--- src/rtl/hwr_pkg.sv ---
package hwr_pkg;

  localparam int IDX_W   = 5;
  localparam int MASK_W  = 1 << IDX_W;
  localparam int SRC_W   = 32;
  localparam int NUM_SRC = 6;
  localparam int WIDE_W  = 64;
  localparam int CPU_W   = 10;

  typedef enum logic [IDX_W-1:0] {
    SEL_CPUNUM = 5'd0,
    SEL_STEP   = 5'd1,
    SEL_CYCLE  = 5'd2,
    SEL_RES    = 5'd3,
    SEL_PERF   = 5'd4,
    SEL_CFG    = 5'd5
  } hwr_sel_e;

  typedef struct packed {
    logic [SRC_W-1:0] base;
    logic [SRC_W-1:0] step;
    logic [SRC_W-1:0] cycle;
    logic [SRC_W-1:0] res;
    logic [SRC_W-1:0] perf;
    logic             cfg;
  } hwr_src_t;

  function automatic logic [WIDE_W-1:0] hwr_zext(input logic [SRC_W-1:0] v);
    return {{(WIDE_W-SRC_W){1'b0}}, v};
  endfunction

  function automatic logic [WIDE_W-1:0] hwr_sext(input logic [SRC_W-1:0] v);
    return {{(WIDE_W-SRC_W){v[SRC_W-1]}}, v};
  endfunction

  function automatic logic [WIDE_W-1:0] hwr_cpunum(input logic [SRC_W-1:0] v);
    return {{(WIDE_W-CPU_W){1'b0}}, v[CPU_W-1:0]};
  endfunction

endpackage

--- src/rtl/hwr_mask_reg.sv ---
module hwr_mask_reg
  import hwr_pkg::*;
#(
  parameter int W = MASK_W
) (
  input  logic         clk,
  input  logic         rst_n,
  input  logic         we,
  input  logic [W-1:0] wdata,
  output logic [W-1:0] q
);

  always_ff @(posedge clk) begin
    if (!rst_n)  q <= '0;
    else if (we) q <= wdata;
  end

endmodule

--- src/rtl/hwr_perm_check.sv ---
module hwr_perm_check
  import hwr_pkg::*;
#(
  parameter int N_SRC = NUM_SRC
) (
  input  logic [IDX_W-1:0]  idx,
  input  logic              priv,
  input  logic [MASK_W-1:0] mask,
  output logic              known,
  output logic              allow
);

  logic [N_SRC-1:0] hit;
  logic [N_SRC-1:0] grant;

  for (genvar g = 0; g < N_SRC; g++) begin : g_slot
    assign hit[g]   = (idx == IDX_W'(g));
    assign grant[g] = hit[g] & (priv | mask[g]);
  end

  assign known = |hit;
  assign allow = |grant;

endmodule

--- src/rtl/hwr_src_mux.sv ---
module hwr_src_mux
  import hwr_pkg::*;
#(
  parameter int XLEN = 64
) (
  input  logic [IDX_W-1:0] idx,
  input  hwr_src_t         src,
  output logic [XLEN-1:0]  value
);

  logic [WIDE_W-1:0] wide;

  always_comb begin
    unique case (idx)
      SEL_CPUNUM: wide = hwr_cpunum(src.base);
      SEL_STEP:   wide = hwr_zext(src.step);
      SEL_CYCLE:  wide = hwr_sext(src.cycle);
      SEL_RES:    wide = hwr_zext(src.res);
      SEL_PERF:   wide = hwr_zext(src.perf);
      SEL_CFG:    wide = {{(WIDE_W-1){1'b0}}, src.cfg};
      default:    wide = '0;
    endcase
  end

  assign value = wide[XLEN-1:0];

endmodule

--- src/rtl/hwr_read_gate.sv ---
module hwr_read_gate
  import hwr_pkg::*;
#(
  parameter int XLEN = 64
) (
  input  logic                  clk,
  input  logic                  rst_n,
  input  logic                  req_vld,
  input  logic [IDX_W-1:0]      req_idx,
  input  logic                  priv_mode,
  input  logic                  msk_we,
  input  logic [MASK_W-1:0]     msk_wdata,
  input  logic [SRC_W-1:0]      base_reg,
  input  logic [SRC_W-1:0]      sync_step,
  input  logic [SRC_W-1:0]      cycle_cnt,
  input  logic [SRC_W-1:0]      cnt_res,
  input  logic [SRC_W-1:0]      perf_reg,
  input  logic                  cfg_bit,
  output logic [MASK_W-1:0]     mask_q,
  output logic [XLEN-1:0]       rd_data,
  output logic                  rd_vld,
  output logic                  rd_exc
);

  logic            idx_known;
  logic            idx_allow;
  logic            take_ok;
  logic            take_bad;
  logic [XLEN-1:0] sel_value;
  hwr_src_t        src;

  assign src = '{base: base_reg, step: sync_step, cycle: cycle_cnt,
                 res: cnt_res, perf: perf_reg, cfg: cfg_bit};

  hwr_mask_reg #(.W(MASK_W)) mask_i (
    .clk   (clk),
    .rst_n (rst_n),
    .we    (msk_we),
    .wdata (msk_wdata),
    .q     (mask_q)
  );

  hwr_perm_check #(.N_SRC(NUM_SRC)) perm_i (
    .idx   (req_idx),
    .priv  (priv_mode),
    .mask  (mask_q),
    .known (idx_known),
    .allow (idx_allow)
  );

  hwr_src_mux #(.XLEN(XLEN)) mux_i (
    .idx   (req_idx),
    .src   (src),
    .value (sel_value)
  );

  assign take_ok  = req_vld & idx_allow;
  assign take_bad = req_vld & ~idx_allow;

  always_ff @(posedge clk) begin
    if (!rst_n) begin
      rd_vld  <= 1'b0;
      rd_exc  <= 1'b0;
      rd_data <= '0;
    end else begin
      rd_vld  <= take_ok;
      rd_exc  <= take_bad;
      rd_data <= take_ok ? sel_value : '0;
    end
  end

endmodule

--- config.mk ---
export PLATFORM = sky130hd
export DESIGN_NAME = hwr_read_gate
export DESIGN_NICKNAME = d
export VERILOG_FILES = /design/src/rtl/hwr_pkg.sv /design/src/rtl/hwr_mask_reg.sv /design/src/rtl/hwr_perm_check.sv /design/src/rtl/hwr_src_mux.sv /design/src/rtl/hwr_read_gate.sv
export SDC_FILE = /design/constraint.sdc
export NUM_CORES = 1
export LEC_CHECK = 0
export BUFFER_PORTS_ARGS = -buffer_cell sky130_fd_sc_hd__buf_2
export CORE_MARGIN = 5
export CORE_UTILIZATION = 30
export CTS_CLUSTER_SIZE = 20
export DETAILED_ROUTE_END_ITERATION = 8
export HOLD_SLACK_MARGIN = 0.05
export PLACE_DENSITY = 0.66
export SLEW_MARGIN = 20
export SYNTH_ARGS = -nofsm -noshare
export SYNTH_HDL_FRONTEND = slang
export SYNTH_HIERARCHICAL = 1
export SYNTH_SLANG_ARGS = --single-unit
--- constraint.sdc ---
create_clock -name clk -period 2.3 [get_ports clk]
set_input_delay 0.115 -clock clk [delete_from_list [all_inputs] [get_ports clk]]
set_output_delay 0.115 -clock clk [all_outputs]
set_load 0.005 [all_outputs]
==> summary.md <==
| Metric | Value |
|---|---|
| Outcome | `finished clean` |
| VDD IR max | `0.0003434 V` |
| # setup viols final | `0` |
| Inst Count DP | `903` |
| Vias per std cell | `4.756` |
| Setup Buffers After CTS | `0` |
| Fin cells | `951` |
| Vias in the first global route | `4,550` |
| First-pass GRT wire length | `23.26 mm` |
| Die width | `137.0 µm` |
| Die Ht | `137.0 µm` |
| Area after DPL | `5982 µm²` |
| EDFF count, synth | `0` |
| Synth async-reset ratio | `0` |
| Worst Tran Pin Value | `0.5558 ns` |
| Crit path buffers/inverters | `1` |
| CP Class | `reg -> reg` |
| Starting DRT DRC Count | `201` |
| Compound-Gate Fraction of Synth Area | `0.04315` |
| TNS Setup | `0 ns` |
| DRC | `0` |
| Required @ worst endpoint | `2.53 ns` |
| H-tree levels | `3` |
| Via count | `4,523` |
| Tot Pwr | `3.676 mW` |
| DR WL/cell | `16.22 µm` |
| Setup crit start kind | `register` |
| Synth cell types | `39` |
| Total wire length | `15.42 mm` |
| CP Max Fanout | `40` |
| Max Freq | `668.4 MHz` |
| Slowest CP cell | `dfxtp_1` |
| Yosys top cell by area | `dfxtp_1` |
| Worst Path Arrival | `1.72 ns` |
| NumNets Final | `933` |
| Xor/xnor share of the synthesized area | `0` |
| Antenna diodes | `0` |
| Final worst-path cycle share | `0.6505` |
| Maxcap violations | `0` |
| RSZ-0062 raised after global routing | `no` |
| Initial antenna violation count | `0` |
| CP peak stage delay | `0.36 ns` |
| Synthesis-to-layout area growth | `35.99%` |
| Mux contribution to synthesized area | `0.1003` |
| Initial core utilization | `0.3048` |
| Crit end category | `register` |
| Post-Syn Area | `4842 µm²` |
| Share of layout cells above drive strength 1 | `0.4476` |
| Fillcell total | `1,620` |
| Final Max Tran Viols | `0` |
| Post-Syn Nets | `682` |
| Crit-path cells | `mux2i_1, a32oi_1, and3_2, buf_4, and3b_2` |
| Die area | `18,780 µm²` |
| Top Family by Delay on Critical Path | `simple AND/OR/NAND/NOR gates` |
| Clk root buf | `clkbuf_16` |
| Clock net sink count | `98` |
| Synth top area share | `0.4052` |
| ANT nets after route | `0` |
| #FFs+latches synth | `98` |
| CTS tree | `done` |
| Number of I/O pins | `301` |
| Core box area | `15,890 µm²` |
| Overall global routing resource usage | `0.1598` |
| Number of synthesis warnings | `6` |
| Pwr dens | `558.2 nW/µm²` |
| Worst hold path type | `in -> reg` |
| TritonCTS buffer count | `9` |
| Clk_lat worst skew | `0.34 ns` |
| Post-route cell area | `6585 µm²` |
| Core Rows | `46` |
| Sequential share of the synthesized area | `0.4052` |
| Slew HR | `0.6243` |
| GRT overflow | `0` |
| Bufs on Longest Clock Path | `2` |
| Synth Area in Adders | `0` |
| Synth Instances | `479` |
| Post-Synth Simple-Gate Area | `0.3142` |
| Max Clock Skew | `0.01410 ns` |
| Largest net degree at the start of global routing | `72` |
| Final Wtd Congestion | `0.8267` |
| Final HPWL DP | `11.40 mm` |
| Count leader, synth | `dfxtp_1` |
| Largest family of logic cells by synthesized area | `simple AND/OR/NAND/NOR gates` |
| Leak | `3.215 nW` |
| Hold Fails Final Rpt | `0` |
| I/O Buffers | `278` |
| Top cells by count, synth | `98 x dfxtp_1, 88 x nand3_1, 58 x and4_1` |
| Final min period | `1.496 ns` |
| Top cells by area, synth | `dfxtp_1 41%, and4_1 10%, nand3_1 9.1%, mux2i_1 7.2%, buf_4 6.4%` |
| Top_reg_cell synth | `dfxtp_1` |
| Pre-Repair DR Iteration Count | `4` |
| Clk pin slew, worst setup/hold paths | `0.07 ns` |
| Avg Cell Area, Syn | `10.11 µm²` |
[where the power goes]
group	internal (mW)	switching, mW
Clock	0.791	0.620
Sequential	1.73	0.0180
Combinational	0.272	0.242
[registers in the layout (all words and copies together), names as in the netlist]
signal	flops
mask_i/q	32
rd_data	64
rd_exc	1
rd_vld	1
[routing by layer]
metal	part of all wire	wire, µm	track usage
met1	0.41	6308	0.1915
met2	0.47	7306	0.2662
met3	0.087	1341	0.04890
met4	0.030	465	0.06430
met5	0	0	0
[area by class of cell]
cell class                      count  area [µm²]  share of cell area
Clock buffer                       12       256.5             0.03895
Clock inverter                      4       26.28            0.003990
Inverter                            1       3.754           0.0005700
Multi-Input combinational cell    296        2225              0.3378
Sequential cell                    98        1962              0.2979
Tap cell                          216       270.3             0.04104
Timing Repair Buffer              324        1842              0.2797
[cells by family (layout without fill, tap and decap cells)]
logic type / Yosys count / after routing
muxes: 46 / 46
AOI/OAI and AO/OA: 22 / 22
DFF: 98 / 98
and+or+nand+nor: 228 / 228
buffers and inverters: 85 / 341
[through the flow]
step	util	worst slack, ns	hold WS (ns)
finish	0.4145	0.8038	0.1472
global route	0.4145	0.6901	0.1453
CTS	0.4145	0.7930	0.1398
detailed placement	0.3766	0.6040	0.3802
global placement	0.3766	0.6140	0.3704
floorplan	-	0.6442	0.2432
[layout by cell type (no fill, tap or decap), types with 4 or more instances in the layout]
master,netlist,layout
buf_2,7,278
dfxtp_1,98,98
nand3_1,88,88
and4_1,58,58
mux2i_1,35,35
dlygate4sd3_1,0,32
nor2b_1,33,32
nand4_1,22,22
buf_4,41,12
clkbuf_16,0,9
a221o_1,9,9
a32o_1,8,8
and4_2,6,6
mux2_1,4,4
mux2_2,4,4
[worst paths after layout]
kind                                   start           end  slack, ns  depth (start not counted)
worst min-delay path                 req_vld   rd_data[31]       0.15                          2
worst min register to register  mask_i/q[19]  mask_i/q[19]       0.51                          2
worst max register to register   mask_i/q[2]        rd_exc       0.80                          5
worst max-delay path             mask_i/q[2]        rd_exc       0.80                          5
[what timing repair did]
item                                   CTS  global route
hold buffers                            32             0
gates resized for setup                  0             0
endpoints found under the hold margin   32             0
Power figures use the tool's default switching activity.
